## src/rtl/tap_insn_pkg.sv

```systemverilog
package tap_insn_pkg;

  localparam int IR_W = 3;

  typedef enum logic [3:0] {
    S_TLR, S_RTI, S_SEL_DR, S_CAP_DR, S_SH_DR, S_EX1_DR, S_PAU_DR, S_EX2_DR,
    S_UPD_DR, S_SEL_IR, S_CAP_IR, S_SH_IR, S_EX1_IR, S_PAU_IR, S_EX2_IR, S_UPD_IR
  } tap_state_t;

  typedef enum logic [IR_W-1:0] {
    I_EXTEST   = 3'd0,
    I_SAMPLE   = 3'd1,
    I_USER1    = 3'd2,
    I_USER2    = 3'd3,
    I_READBACK = 3'd4,
    I_CONFIG   = 3'd5,
    I_RSVD     = 3'd6,
    I_BYPASS   = 3'd7
  } insn_t;

  localparam logic [IR_W-1:0] IR_CAPTURE = 3'b001;

endpackage

```

## src/rtl/tap_fsm.sv

```systemverilog
module tap_fsm
  import tap_insn_pkg::*;
(
  input  logic       tck,
  input  logic       rst_n,
  input  logic       tms,
  output tap_state_t state
);

  tap_state_t state_d;

  always_comb begin
    state_d = state;
    unique case (state)
      S_TLR:    state_d = tms ? S_TLR    : S_RTI;
      S_RTI:    state_d = tms ? S_SEL_DR : S_RTI;
      S_SEL_DR: state_d = tms ? S_SEL_IR : S_CAP_DR;
      S_CAP_DR: state_d = tms ? S_EX1_DR : S_SH_DR;
      S_SH_DR:  state_d = tms ? S_EX1_DR : S_SH_DR;
      S_EX1_DR: state_d = tms ? S_UPD_DR : S_PAU_DR;
      S_PAU_DR: state_d = tms ? S_EX2_DR : S_PAU_DR;
      S_EX2_DR: state_d = tms ? S_UPD_DR : S_SH_DR;
      S_UPD_DR: state_d = tms ? S_SEL_DR : S_RTI;
      S_SEL_IR: state_d = tms ? S_TLR    : S_CAP_IR;
      S_CAP_IR: state_d = tms ? S_EX1_IR : S_SH_IR;
      S_SH_IR:  state_d = tms ? S_EX1_IR : S_SH_IR;
      S_EX1_IR: state_d = tms ? S_UPD_IR : S_PAU_IR;
      S_PAU_IR: state_d = tms ? S_EX2_IR : S_PAU_IR;
      S_EX2_IR: state_d = tms ? S_UPD_IR : S_SH_IR;
      S_UPD_IR: state_d = tms ? S_SEL_DR : S_RTI;
      default:  state_d = S_TLR;
    endcase
  end

  always_ff @(posedge tck or negedge rst_n) begin
    if (!rst_n) state <= S_TLR;
    else        state <= state_d;
  end

endmodule

```

## src/rtl/tap_ir.sv

```systemverilog
module tap_ir
  import tap_insn_pkg::*;
(
  input  logic       tck,
  input  logic       rst_n,
  input  tap_state_t state,
  input  logic       tdi,
  output logic       ir_lsb,
  output insn_t      insn
);

  logic [IR_W-1:0] sr_q, sr_d;
  logic            sr_en;
  insn_t           insn_d;
  logic            insn_en;

  always_comb begin
    sr_en = (state == S_CAP_IR) || (state == S_SH_IR);
    sr_d  = (state == S_CAP_IR) ? IR_CAPTURE : {tdi, sr_q[IR_W-1:1]};
  end

  always_ff @(posedge tck or negedge rst_n) begin
    if (!rst_n)     sr_q <= IR_CAPTURE;
    else if (sr_en) sr_q <= sr_d;
  end

  always_comb begin
    insn_en = (state == S_TLR) || (state == S_UPD_IR);
    insn_d  = (state == S_TLR) ? I_BYPASS : insn_t'(sr_q);
  end

  always_ff @(negedge tck or negedge rst_n) begin
    if (!rst_n)       insn <= I_BYPASS;
    else if (insn_en) insn <= insn_d;
  end

  assign ir_lsb = sr_q[0];

endmodule

```

## src/rtl/tap_bypass.sv

```systemverilog
module tap_bypass (
  input  logic tck,
  input  logic rst_n,
  input  logic capture,
  input  logic shift,
  input  logic tdi,
  output logic q
);

  logic d, en;

  always_comb begin
    en = capture | shift;
    d  = shift & tdi;
  end

  always_ff @(posedge tck or negedge rst_n) begin
    if (!rst_n)  q <= 1'b0;
    else if (en) q <= d;
  end

endmodule

```

## src/rtl/tap_insn_unit.sv

```systemverilog
module tap_insn_unit
  import tap_insn_pkg::*;
(
  input  logic tck,
  input  logic trst_n,
  input  logic tms,
  input  logic tdi,
  output logic tdo,
  output logic tdo_en,
  input  logic bsr_tdo,
  input  logic rdbk_tdo,
  input  logic usr_tdo1,
  input  logic usr_tdo2,
  output logic sel_usr1,
  output logic sel_usr2,
  output logic usr_drck,
  output logic idle_n,
  output logic bs_extest,
  output logic bsr_sel,
  output logic rdbk_sel,
  output logic cfg_sel,
  output logic dr_capture,
  output logic dr_shift,
  output logic dr_update
);

  logic       rst_meta, rst_n;
  tap_state_t state_q;
  insn_t      insn_q;
  logic       ir_lsb, byp_q;
  logic       tdo_d, tdo_en_d, drck_en_d, rti_d;
  logic       drck_en_q, rti_q;

  always_ff @(posedge tck or negedge trst_n) begin
    if (!trst_n) begin
      rst_meta <= 1'b0;
      rst_n    <= 1'b0;
    end else begin
      rst_meta <= 1'b1;
      rst_n    <= rst_meta;
    end
  end

  tap_fsm u_fsm (.tck(tck), .rst_n(rst_n), .tms(tms), .state(state_q));

  tap_ir u_ir (
    .tck(tck), .rst_n(rst_n), .state(state_q), .tdi(tdi),
    .ir_lsb(ir_lsb), .insn(insn_q)
  );

  assign dr_capture = (state_q == S_CAP_DR);
  assign dr_shift   = (state_q == S_SH_DR);
  assign dr_update  = (state_q == S_UPD_DR);

  tap_bypass u_byp (
    .tck(tck), .rst_n(rst_n), .capture(dr_capture), .shift(dr_shift),
    .tdi(tdi), .q(byp_q)
  );

  assign sel_usr1  = (insn_q == I_USER1);
  assign sel_usr2  = (insn_q == I_USER2);
  assign bs_extest = (insn_q == I_EXTEST);
  assign bsr_sel   = (insn_q == I_EXTEST) || (insn_q == I_SAMPLE);
  assign rdbk_sel  = (insn_q == I_READBACK);
  assign cfg_sel   = (insn_q == I_CONFIG);

  always_comb begin
    tdo_d    = tdo;
    tdo_en_d = 1'b0;
    if (state_q == S_SH_IR) begin
      tdo_d    = ir_lsb;
      tdo_en_d = 1'b1;
    end else if (state_q == S_SH_DR) begin
      tdo_en_d = 1'b1;
      unique case (insn_q)
        I_EXTEST, I_SAMPLE: tdo_d = bsr_tdo;
        I_USER1:            tdo_d = usr_tdo1;
        I_USER2:            tdo_d = usr_tdo2;
        I_READBACK:         tdo_d = rdbk_tdo;
        I_CONFIG: begin
          tdo_d    = 1'b0;
          tdo_en_d = 1'b0;
        end
        default:            tdo_d = byp_q;
      endcase
    end
    drck_en_d = (dr_capture || dr_shift) && (sel_usr1 || sel_usr2);
    rti_d     = (state_q == S_RTI);
  end

  always_ff @(negedge tck or negedge rst_n) begin
    if (!rst_n) begin
      tdo       <= 1'b0;
      tdo_en    <= 1'b0;
      drck_en_q <= 1'b0;
      rti_q     <= 1'b0;
    end else begin
      tdo       <= tdo_d;
      tdo_en    <= tdo_en_d;
      drck_en_q <= drck_en_d;
      rti_q     <= rti_d;
    end
  end

  assign usr_drck = tck & drck_en_q;
  assign idle_n   = ~(tck & rti_q);

endmodule

```

## config.mk

```make
export PLATFORM = sky130hd
export DESIGN_NAME = tap_insn_unit
export DESIGN_NICKNAME = d
export VERILOG_FILES = /design/src/rtl/tap_insn_pkg.sv /design/src/rtl/tap_fsm.sv /design/src/rtl/tap_ir.sv /design/src/rtl/tap_bypass.sv /design/src/rtl/tap_insn_unit.sv
export SDC_FILE = /design/constraint.sdc
export NUM_CORES = 1
export LEC_CHECK = 0
export BUFFER_PORTS_ARGS = -buffer_cell sky130_fd_sc_hd__buf_2
export CAP_MARGIN = 30
export CORE_MARGIN = 2
export CORE_UTILIZATION = 52
export CTS_CLUSTER_DIAMETER = 60
export DETAILED_ROUTE_END_ITERATION = 10
export PLACE_DENSITY = 0.77
export REMOVE_ABC_BUFFERS = 1
export SYNTH_ARGS = -nofsm -noshare
export SYNTH_HDL_FRONTEND = slang
export SYNTH_SLANG_ARGS = --single-unit
export TNS_END_PERCENT = 100
```

## constraint.sdc

```tcl
create_clock -name tck -period 1.4 [get_ports tck]
set_clock_uncertainty 0.05 [all_clocks]
set_input_delay 0.21 -clock tck [delete_from_list [all_inputs] [get_ports tck]]
set_output_delay 0.21 -clock tck [all_outputs]
set_load 0.02 [all_outputs]
```

# After elaboration in Yosys (flattened, before gate mapping)
# Index checks and enable logic that the tools add are counted.
[classes]
bitwise_logic = 5
mux = 21
reduce_logical = 13
eq_ne = 20
[op_table]
columns = ["op", "n"]
rows = [
  ["case mux 4 bit (12 select lines)", 1],
  ["== test 4 bit (second input constant)", 8],
  ["== test 4 x 3 -> 1 bit (second input constant)", 4],
  ["2-to-1 mux 4 bit", 4],
  ["2-to-1 mux 3 bit", 4],
  ["== test 4 x 2 -> 1 bit (second input constant)", 2],
  ["2-to-1 mux 1 bit", 8],
  ["== test 3 x 2 -> 1 bit (second input constant)", 2],
  ["== test 3 bit (second input constant)", 2],
  ["2-to-1 mux 2 bit", 3],
  ["OR reduction 2 bit", 3],
  ["logical OR 1 bit", 5],
  ["case mux 1 bit (5 select lines)", 1],
  ["== test 4 x 1 -> 1 bit (second input constant)", 1],
  ["logical NOT 4 bit", 1],
  ["AND 1 bit", 3],
  ["== test 3 x 1 -> 1 bit (second input constant)", 1],
  ["logical NOT 3 bit", 1],
  ["OR reduction 3 bit", 1],
  ["nonzero test 2 bit", 1],
  ["logical AND 1 bit", 1],
  ["NOT 1 bit", 1],
  ["OR 1 bit", 1],
]
[word_totals]
out_inout_bits = 13
elab_cells = 69
reg_bits = 17
in_bits = 8

# Depth between registers and ports, before layout
[depth]
depth_word = 5
ltp_mapped = 5
depth_no_buf = 4

# Modules after synthesis
# A second synthesis with hierarchy kept.
[unflattened]
hier_cells = 105
hier_area_um2 = 992.2
[modules_own_cells]
columns = ["module", "seq_area_each_um2", "cells_per_inst", "n_inst", "area_each_um2"]
rows = [
  ["tap_insn_unit", 150.1, 36, 1, 359.1],
  ["tap_fsm", 100.1, 37, 1, 314.1],
  ["tap_ir", 155.1, 29, 1, 281.5],
  ["tap_bypass", 25.0, 3, 1, 37.5],
]

==> results.yml <==
outcome:
  status: "finished, violations left"
  violations: "negative setup slack"
global_route:
  grt_overflow_total: 0
  first_global_vias: 1234
  grt_pass1_wl_mm: 6.113
  grt_max_degree: 16
  antenna_found_initial: 0
  grt.total_usage_pct: 42.26
drt:
  routed-wl-met3_um: 499
  drt-wirelength-per-cell_um: 21.49
  remaining_drc_errors: 0
  met1_length_mm: 1.561
  drt_wl_total_mm: 4.341
  dr.max_layer_used: "met4"
  vias_per_cell: 6.183
  drt_iter0_markers: 102
  met2_length_mm: 1.957
  drt_pass1_iterations: 5
  detail-route-antenna-nets: 0
  vias: 1249
pwr:
  switching_share_pct: 46.11
  p_per_area_mw_per_mm2: 2484
  vdd_drop_max_mv: 1.956
  combPwrFrac_pct: 60.0
  pwr-share-clk_pct: 15.5
  pwr-share-seq_pct: 24.5
  finalPower_mw: 3.966
  p_switching_mw: 1.829
  p_leak_nw: 0.7942
  power.internal_mw: 2.137
place:
  post_dp_cell_area_mm2: 0.001290
  dp.cells: 179
  port_buffers: 20
  place_congestion: 0.7908
  pre_cts_slack_ns: -0.5277
  hpwl_mm: 1.914
floorplan:
  dieWidth_um: 47.46
  io_pins: 21
  start_util_pct: 56.27
  die_area_mm2: 0.002252
  core_area_mm2: 0.001745
  rows: 15
  die_h_um: 47.46
min_path:
  hold_class: "input pin to asynchronous set/reset pin"
layout:
  drive_above_1_share_pct: 50.85
  finish.utilization_pct: 91.47
  diodes: 0
  layout.nets: 185
  fin_area_mm2: 0.001597
  nFillCells: 70
  fin_cells: 202
  syn2layout_area_growth_pct: 62.55
critical_path:
  required_ns: 1.14
  path_cells: "inv_2 -> nor3_2 -> buf_4"
  setup.worst_path.end_class: "output pin"
  crit_path_max_incr_delay_ns: 0.62
  worstSetupStartpointType: "flop"
  crit_slowest_cell: "dfstp_2"
  path_class: "flop to output pin"
  arrival_ns: 2.28
  worst-path-max-fanout: 4
timing:
  setup_ws_ns: -1.142
  hold_violations: 0
  rsz0062_at_grt: "true"
  slew_viol_final: 0
  setup_viol: 27
  tns_ns: -14.94
  whs_ns: 0.05380
synth:
  yosysSeqAreaShare_pct: 43.82
  syn_inst: 114
  synth_edf_count: 0
  yosysWarnings: 0
  mappedNetlistArea_um2: 982.2
  syn-mean-instance-area_um2: 8.616
  synth_cell_types: 37
  ys_seq_elements: 17
  synth_flop_cell: "dfrtp_1"
  ys_async_sr_fraction_pct: 100.0
clock_network:
  clk_transition_reported_paths_ns: 0.15
  cts_tree: "yes"
  clkLatencyLatePin_ns: 0.58
run:
  maxCapViolations: 0
-- area by class of cell --
cell class,instances,area (um2),share of cell area (%)
clock buffers,11,82.58,5.172
repair buffers,60,483.0,30.25
flip-flops and latches,17,430.4,26.96
clock inverters,3,11.26,0.7053
inverters,6,22.52,1.411
multi-input cells,80,535.5,33.54
well taps,25,31.28,1.959
-- per-layer routing --
layer  up-vias  global-route usage, %
li1        523                      -
met1       580                  44.98
met2       107                  65.41
met3        39                  19.62
met4         0                  31.11
met5         -                      0
-- cells in the mapped netlist (all sizes together), types with 2 or more instances --
| cell | number | share of area (%) |
|---|---|---|
| nand2 | 14 | 5.4 |
| nor2 | 10 | 3.8 |
| o21ai | 10 | 5.1 |
| nor2b | 2 | 1.3 |
| nor3 | 9 | 6.6 |
| dfrtp | 9 | 23 |
| dfrtn | 4 | 10 |
| dfstp | 4 | 11 |
| a211oi | 2 | 1.5 |
| inv | 7 | 2.7 |
| nand3 | 4 | 2.0 |
| nand2b | 2 | 2.0 |
| a21oi | 7 | 3.6 |
| buf | 10 | 6.2 |
| a22oi | 3 | 2.3 |
-- power groups by stage --
stage / clock network [mW] / registers (mW) / logic, mW
after global routing: 0.636 / 0.972 / 2.53
after floorplan: 0.0357 / 1.06 / 0.724
after global placement: 0.0435 / 0.886 / 1.67
after detailed placement: 0.0435 / 0.894 / 1.75
after CTS: 0.552 / 0.907 / 1.97
final: 0.617 / 0.972 / 2.38
-- final timing paths --
kind / start / to / slack [ns] / depth (start not counted)
min reg2reg: rst_n / u_fsm.state[0] / 0.13 / 1
min: trst_n / rst_meta / 0.05 / 2
min in group tck: tms / u_fsm.state[2] / 0.12 / 3
max in group asynchronous: rst_n / u_ir.insn[1] / 0.32 / 1
max: u_ir.insn[2] / rdbk_sel / -1.14 / 3
max reg2reg: u_fsm.state[2] / tdo / -0.74 / 4
-- state kept, by name (all words and copies together) (netlist names) --
register and flops:
rst_n 1, drck_en_q 1, u_ir.sr_q 3, rst_meta 1
u_ir.insn 3, tdo_en 1, u_byp.q 1, u_fsm.state 4
tdo 1, rti_q 1
-- worst max-delay path, delay by kind of cell (launching register included) --
family	cells	cell delay, ns
buf+inv	2	0.24
simple gates	1	0.13
flops	1	0.62
-- cell usage in the layout (no fill, tap or decap), drive strengths merged, types with 2 or more instances in the layout --
cell / instances
a22oi: 3
nand3: 4
a211oi: 2
dfstp: 4
nor3: 9
o21ai: 10
dlygate4sd3: 2
buf: 60
nand2: 14
dfrtn: 4
clkbuf: 9
nor2: 10
nand2b: 2
a21oi: 7
inv: 9
nor2b: 2
dfrtp: 9
-- kinds of logic after synthesis --
family	synth area share, %
AOI/OAI and AO/OA	19.87
muxes	1.019
DFF	43.82
xor gates and xnor gates	0.8919
buffers and inverters	8.916
and+or+nand+nor	25.10
other	0.3818
-- timing repair --
action                                 4_1_cts  5_1_grt
pin swaps                                    5        4
gates resized for setup                     23       17
hold buffers                                 2        0
endpoints found under the hold margin        4        0
buffers inserted                             6        4
setup endpoints to repair                   23       29
(Power assumes the default switching activity.)
